==> src/rtl/cbc_pkg.sv <==
package cbc_pkg;

    // State held by the trip latch: the per-period gate and the sticky record.
    typedef struct packed {
        logic tripped;
        logic seen;
    } lim_flags_t;

    // Width for a counter that must hold values 0..max_val.
    function automatic int unsigned cnt_width(input int unsigned max_val);
        return (max_val < 2) ? 1 : $clog2(max_val + 1);
    endfunction

endpackage

==> src/rtl/cbc_period_timer.sv <==
module cbc_period_timer #(
    parameter int unsigned PERIOD_CLKS = 200
) (
    input  logic clk,
    input  logic rst_n,
    output logic period_end_o
);
    localparam int unsigned CNT_W = cbc_pkg::cnt_width(PERIOD_CLKS - 1);
    localparam logic [CNT_W-1:0] LAST = CNT_W'(PERIOD_CLKS - 1);

    typedef struct packed {
        logic [CNT_W-1:0] cnt;
    } tmr_st_t;

    tmr_st_t st_d, st_q;

    always_comb begin
        st_d = st_q;
        if (st_q.cnt == LAST) begin
            st_d.cnt = '0;
        end else begin
            st_d.cnt = st_q.cnt + 1'b1;
        end
    end

    always_ff @(posedge clk or negedge rst_n) begin
        if (!rst_n) begin
            st_q <= '0;
        end else begin
            st_q <= st_d;
        end
    end

    assign period_end_o = (st_q.cnt == LAST);

endmodule

==> src/rtl/cbc_blank_timer.sv <==
module cbc_blank_timer #(
    parameter int unsigned BLANK_CLKS = 7
) (
    input  logic clk,
    input  logic rst_n,
    input  logic hs_on_i,
    output logic done_o
);
    localparam int unsigned BLK_W = cbc_pkg::cnt_width(BLANK_CLKS);
    localparam logic [BLK_W-1:0] FULL = BLK_W'(BLANK_CLKS);

    typedef struct packed {
        logic [BLK_W-1:0] cnt;
    } blk_st_t;

    blk_st_t st_d, st_q;

    always_comb begin
        st_d = st_q;
        if (!hs_on_i) begin
            st_d.cnt = '0;
        end else if (st_q.cnt != FULL) begin
            st_d.cnt = st_q.cnt + 1'b1;
        end
    end

    always_ff @(posedge clk or negedge rst_n) begin
        if (!rst_n) begin
            st_q <= '0;
        end else begin
            st_q <= st_d;
        end
    end

    assign done_o = (st_q.cnt == FULL);

endmodule

==> src/rtl/cbc_trip_latch.sv <==
module cbc_trip_latch
    import cbc_pkg::*;
(
    input  logic clk,
    input  logic rst_n,
    input  logic pwm_req_i,
    input  logic oc_i,
    input  logic blank_done_i,
    input  logic period_end_i,
    input  logic clr_i,
    output logic hs_on_o,
    output logic tripped_o,
    output logic seen_o
);
    lim_flags_t st_d, st_q;
    logic       qualify;

    assign hs_on_o = pwm_req_i & ~st_q.tripped;
    assign qualify = hs_on_o & blank_done_i & oc_i;

    always_comb begin
        st_d = st_q;
        if (period_end_i) begin
            st_d.tripped = 1'b0;
        end else if (qualify) begin
            st_d.tripped = 1'b1;
        end
        if (qualify) begin
            st_d.seen = 1'b1;
        end else if (clr_i) begin
            st_d.seen = 1'b0;
        end
    end

    always_ff @(posedge clk or negedge rst_n) begin
        if (!rst_n) begin
            st_q <= '0;
        end else begin
            st_q <= st_d;
        end
    end

    assign tripped_o = st_q.tripped;
    assign seen_o    = st_q.seen;

endmodule

==> src/rtl/cbc_limiter.sv <==
module cbc_limiter #(
    parameter int unsigned PERIOD_CLKS = 200,
    parameter int unsigned BLANK_CLKS  = 7
) (
    input  logic clk,
    input  logic rst_n,
    input  logic pwm_req_i,
    input  logic oc_i,
    input  logic clr_i,
    output logic hs_on_o,
    output logic trip_seen_o
);
    logic period_end;
    logic blank_done;
    logic tripped;

    cbc_period_timer #(
        .PERIOD_CLKS(PERIOD_CLKS)
    ) u_period (
        .clk          (clk),
        .rst_n        (rst_n),
        .period_end_o (period_end)
    );

    cbc_blank_timer #(
        .BLANK_CLKS(BLANK_CLKS)
    ) u_blank (
        .clk     (clk),
        .rst_n   (rst_n),
        .hs_on_i (hs_on_o),
        .done_o  (blank_done)
    );

    cbc_trip_latch u_latch (
        .clk          (clk),
        .rst_n        (rst_n),
        .pwm_req_i    (pwm_req_i),
        .oc_i         (oc_i),
        .blank_done_i (blank_done),
        .period_end_i (period_end),
        .clr_i        (clr_i),
        .hs_on_o      (hs_on_o),
        .tripped_o    (tripped),
        .seen_o       (trip_seen_o)
    );

endmodule

==> config.mk <==
export PLATFORM = sky130hd
export DESIGN_NAME = cbc_limiter
export DESIGN_NICKNAME = d
export VERILOG_FILES = /design/src/rtl/cbc_pkg.sv /design/src/rtl/cbc_period_timer.sv /design/src/rtl/cbc_blank_timer.sv /design/src/rtl/cbc_trip_latch.sv /design/src/rtl/cbc_limiter.sv
export SDC_FILE = /design/constraint.sdc
export NUM_CORES = 1
export LEC_CHECK = 0
export BUFFER_PORTS_ARGS = -buffer_cell sky130_fd_sc_hd__buf_2
export CAP_MARGIN = 5
export CORE_AREA = 2 2 39 41
export CTS_CLUSTER_DIAMETER = 30
export DETAILED_ROUTE_END_ITERATION = 8
export DIE_AREA = 0 0 41 43
export GPL_ROUTABILITY_DRIVEN = 0
export PLACE_DENSITY = 0.65
export REMOVE_ABC_BUFFERS = 1
export SLEW_MARGIN = 10
export SYNTH_ARGS = -nofsm -noshare
export SYNTH_HDL_FRONTEND = slang
export SYNTH_SLANG_ARGS = --single-unit
==> constraint.sdc <==
create_clock -name clk -period 1.4 [get_ports clk]
set_clock_uncertainty 0.05 [all_clocks]
set_input_delay 0 -clock clk [delete_from_list [all_inputs] [get_ports clk]]
set_output_delay 0 -clock clk [all_outputs]
set_load 0.01 [all_outputs]
### After elaboration in Yosys (flattened, before gate mapping)

Cells that the tools add are included.

| cells by class | value |
|---|---|
| $add $sub $neg | 2 |
| equal/unequal tests | 4 |
| mux-type cells | 7 |
| bitwise gates (word level) | 4 |
| reduce and logical (&&, ||, !) cells | 2 |

Operator list:

| kind | number |
|---|---|
| adder 8 x 1 -> 8 bit (second input constant) | 1 |
| == test 8 bit (second input constant) | 1 |
| 2-to-1 mux 8 bit | 1 |
| 2-to-1 mux 3 bit | 2 |
| 2-to-1 mux 1 bit | 4 |
| nonzero test 2 bit | 2 |
| adder 3 x 1 -> 3 bit (second input constant) | 1 |
| bitwise AND 1 bit | 3 |
| == test 3 bit (second input constant) | 1 |
| inequality test 3 bit (second input constant) | 1 |
| inequality test 2 bit (second input constant) | 1 |
| inverter 1 bit | 1 |

| storage, ports and cells | value |
|---|---|
| flip-flop bits (word level) | 13 |
| input port bits | 5 |
| logic and storage cells | 23 |

### Logic depth before layout (Yosys ltp)

| depth | value |
|---|---|
| word-level depth | 6 |
| gate-level depth with buffers | 5 |
| depth with buffers taken out | 4 |

### Hierarchy

Synthesis repeated with hierarchy kept, for this count alone.

| second synthesis, totals | value |
|---|---|
| cells, all modules | 51 |
| area total of the unflattened synthesis | 625.6 um^2 |

Modules (own cells, without submodules):

| module | times used | cells each | area an instance (um^2) |
|---|---|---|---|
| cbc_period_timer | 1 | 33 | 390.4 |
| cbc_blank_timer | 1 | 11 | 147.6 |
| cbc_trip_latch | 1 | 7 | 87.6 |

### Worst setup path before layout

OpenSTA, ideal clock, no wires.

| path | value |
|---|---|
| path kind | register to register |
| from | register u_period.st_q[0] in the netlist's numbering |
| to | register u_period.st_q[7] in the netlist's numbering |
| library setup time | 0.126 ns |
| arrival | 1.165 ns |
| setup slack | 0.059 ns |
| stages on the path, launching flop included | 5 |
| path buffers | 0 |
| clock period less this slack | 1.341 ns |
| cells stage by stage | dfrtp_1 -> ha_1 -> and4bb_1 -> o21ai_1 -> a221o_1 |

RTL lines:

| element | line | RTL |
|---|---|---|
| from (decl) | cbc_period_timer.sv:15 | `tmr_st_t st_d, st_q;` |
| from (signal assigned) | cbc_period_timer.sv:30 | `st_q <= st_d;` |

==> impl_metrics.env <==
export IMPL_status="completed"
export IMPL_yosys_top_cells_area="dfrtp_1 (55%), ha_1 (6.4%), xor2_1 (6.0%), nor2_1 (5.1%), mux2i_1 (3.4%)"
export IMPL_syn_cell_area_um2=588
export IMPL_worst_pin_slew_ps=276
export IMPL_synth_cell_type_count=22
export IMPL_wl_um=912
export IMPL_grt_pass1_vias=387
export IMPL_startpoint_type="register"
export IMPL_ir_worst_vdd_uv=482
export IMPL_fin_crit_sh_pct=96.1
export IMPL_synth_seq_area_share_pct=55.3
export IMPL_drive_above_1_share_pct=22.4
export IMPL_synth_edf_count=0
export IMPL_clock_latency_ps=270
export IMPL_fin_cells=83
export IMPL_setup_ws_ps=54.0
export IMPL_synth_most_common_cell="dfrtp_1"
export IMPL_post_dp_cell_area_um2=657
export IMPL_route_detailed_drc=0
export IMPL_grt_total_usage_pct=12.8
export IMPL_avgRoutedWirePerCell_um=11.0
export IMPL_synth_commonest_cells="dfrtp_1 (13), nor2_1 (8), xor2_1 (4)"
export IMPL_fin_util_pct=52.5
export IMPL_seq_power_share_pct=59.3
export IMPL_overflow=0
export IMPL_switchingPower_mw=0.144
export IMPL_drv_cap=0
export IMPL_vias=408
export IMPL_die_area_um2=1760
export IMPL_syn2layout_area_growth_pct=23.6
export IMPL_synthCells=51
export IMPL_async_reset_ff_share_pct=100
export IMPL_cts_tree="done"
export IMPL_nNetsFinal=76
export IMPL_powerDensity_nw_per_um2=912
export IMPL_ys_seq_elements=13
export IMPL_antenna_found_initial=0
export IMPL_grt_pass1_wl_mm=1.48
export IMPL_clock_path_buffers=2
export IMPL_rsz0062_at_grt="true"
export IMPL_start_util_pct=42.5
export IMPL_synth_avg_cell_area_um2=11.5
export IMPL_p_int_mw=0.518
export IMPL_synth_top_area_share_pct=55.3
export IMPL_pre_cts_ws_ps=28.9
export IMPL_maxSlewViolCount=0
export IMPL_rows=14
export IMPL_ios=7
export IMPL_clkPwrFrac_pct=32.8
export IMPL_ctsHtreeMaxLevel=1
export IMPL_numCtsBuffers=3
export IMPL_dieHeight_um=43
export IMPL_cts_sinks=13
export IMPL_hold_path_class="input pin to asynchronous set/reset pin"
export IMPL_ant_nets=0
export IMPL_pwr_share_comb_pct=7.9
export IMPL_ys_dominant_reg_cell="dfrtp_1"
export IMPL_final_cell_area_um2=727
export IMPL_dr_pass1_iters=3
export IMPL_cts_root_buf="clkbuf_4"
export IMPL_antenna_cells=0
export IMPL_period_minus_slack_ps=1350
export IMPL_fmax_mhz=743
export IMPL_grt_max_degree=14
export IMPL_slew_headroom_pct=81.6
export IMPL_synth_top_area_cell="dfrtp_1"
export IMPL_core_area_um2=1380
export IMPL_p_leak_nw=0.365
export IMPL_worstPathArrival_ps=1450
export IMPL_io_buffers=6
export IMPL_switching_share_pct=21.8
export IMPL_finalHoldWorstSlack_ps=85.7
export IMPL_setup_viol=0
export IMPL_dp_hpwl_um=695
export IMPL_hold_viol_final=0
export IMPL_yosysWarnings=0
export IMPL_via_per_inst=4.92
export IMPL_drt_initial_drc_count=7
export IMPL_critPathKind="register to register"
export IMPL_end_kind="register"
export IMPL_required_ps=1500
export IMPL_clkSlewWorstSetupHoldPaths_ps=80
export IMPL_cts_setup_buffers=0
export IMPL_crit_fanout=3
export IMPL_dieWidth_um=41
export IMPL_place_inst=75
## cell type report
| type | count | area (um^2) |
|---|---|---|
| timing repair buffer | 13 | 92.6 |
| fill | 124 | 657 |
| clock inverter | 1 | 5.00 |
| multi-input combinational | 35 | 254 |
| clock buffer | 3 | 22.5 |
| sequential | 13 | 325 |
| tap | 16 | 20.0 |
| inverter | 2 | 7.51 |
## logic make-up (layout without fill, tap and decap cells)
group           Yosys count  in the layout  share of synthesized area [%]
compound gates            7              7                           8.94
simple gates             17             17                           14.7
fa+ha+maj                 3              3                           6.38
xor+xnor                  5              5                           7.45
buf+inv                   3             19                           1.91
mux                       3              3                           5.32
flops                    13             13                           55.3
## repair_timing
| item | CTS | global route |
|---|---|---|
| resized for setup | 0 | 1 |
| hold endpoints to repair | 15 | 0 |
| setup endpoints to repair | 0 | 3 |
| hold buffers | 4 | 0 |
## final timing paths
path | start | endpoint | slack, ps | depth (start not counted)
max | u_period.st_q[0]$_DFF_PN0_ | u_period.st_q[7]$_DFF_PN0_ | 50 | 4
min | rst_n | u_blank.st_q[1]$_DFFE_PN0P_ | 90 | 2
max reg2reg | u_period.st_q[0]$_DFF_PN0_ | u_period.st_q[7]$_DFF_PN0_ | 50 | 4
min reg2reg | u_period.st_q[0]$_DFF_PN0_ | u_period.st_q[0]$_DFF_PN0_ | 410 | 1
max in group asynchronous | rst_n | u_period.st_q[6]$_DFF_PN0_ | 1000 | 2
min in group clk | u_period.st_q[0]$_DFF_PN0_ | u_period.st_q[0]$_DFF_PN0_ | 410 | 1
## layout by cell type, fill, tap and decap left out, types with 2 or more instances in the layout
cell and n:
xor2_1 4, clkbuf_4 3, nand3_1 2, ha_1 2, buf_4 3, mux2i_1 2
dlygate4sd3_1 4, nor2_1 8, buf_2 6, dfrtp_1 13, nand2_1 3, inv_1 2
## stage by stage
step / power, mW / setup TNS [ps]
finish: 0.663 / 0
global route: 0.704 / -25.3
CTS: 0.679 / 0
detailed placement: 0.447 / 0
global placement: 0.443 / 0
floorplan: 0.424 / 0
## registers in the layout, summed over array words and instances, names as in the netlist
| name | cells |
|---|---|
| u_period.st_q | 8 |
| u_latch.seen_o | 1 |
| u_blank.st_q | 3 |
| u_latch.tripped_o | 1 |
## per-layer routing
layer | GRT usage [%] | vias to the layer above | share of wire, % | wire, um
met5 | 0 | - | 0 | 0
met4 | 8.00 | 0 | 1.9 | 17
met3 | 3.14 | 4 | 2.9 | 26
met2 | 19.1 | 8 | 48 | 439
met1 | 15.7 | 186 | 47 | 429
li1 | - | 210 | - | -
## worst max-delay path, cell delays in order, from the launching register on
cell and delay [ps]:
dfrtp_1 370, ha_2 190, and4bb_1 240, o21ai_1 70, a221o_1 310
## power groups by stage
stage / sequential (mW) / combinational (mW) / clock [mW]
after detailed placement: 0.401 / 0.0459 / 0
after global routing: 0.394 / 0.0623 / 0.247
after CTS: 0.393 / 0.0544 / 0.231
after global placement: 0.399 / 0.0433 / 0
final: 0.393 / 0.0527 / 0.217
after floorplan: 0.399 / 0.0249 / 0
Note: power is estimated with default switching activity, not from simulation.
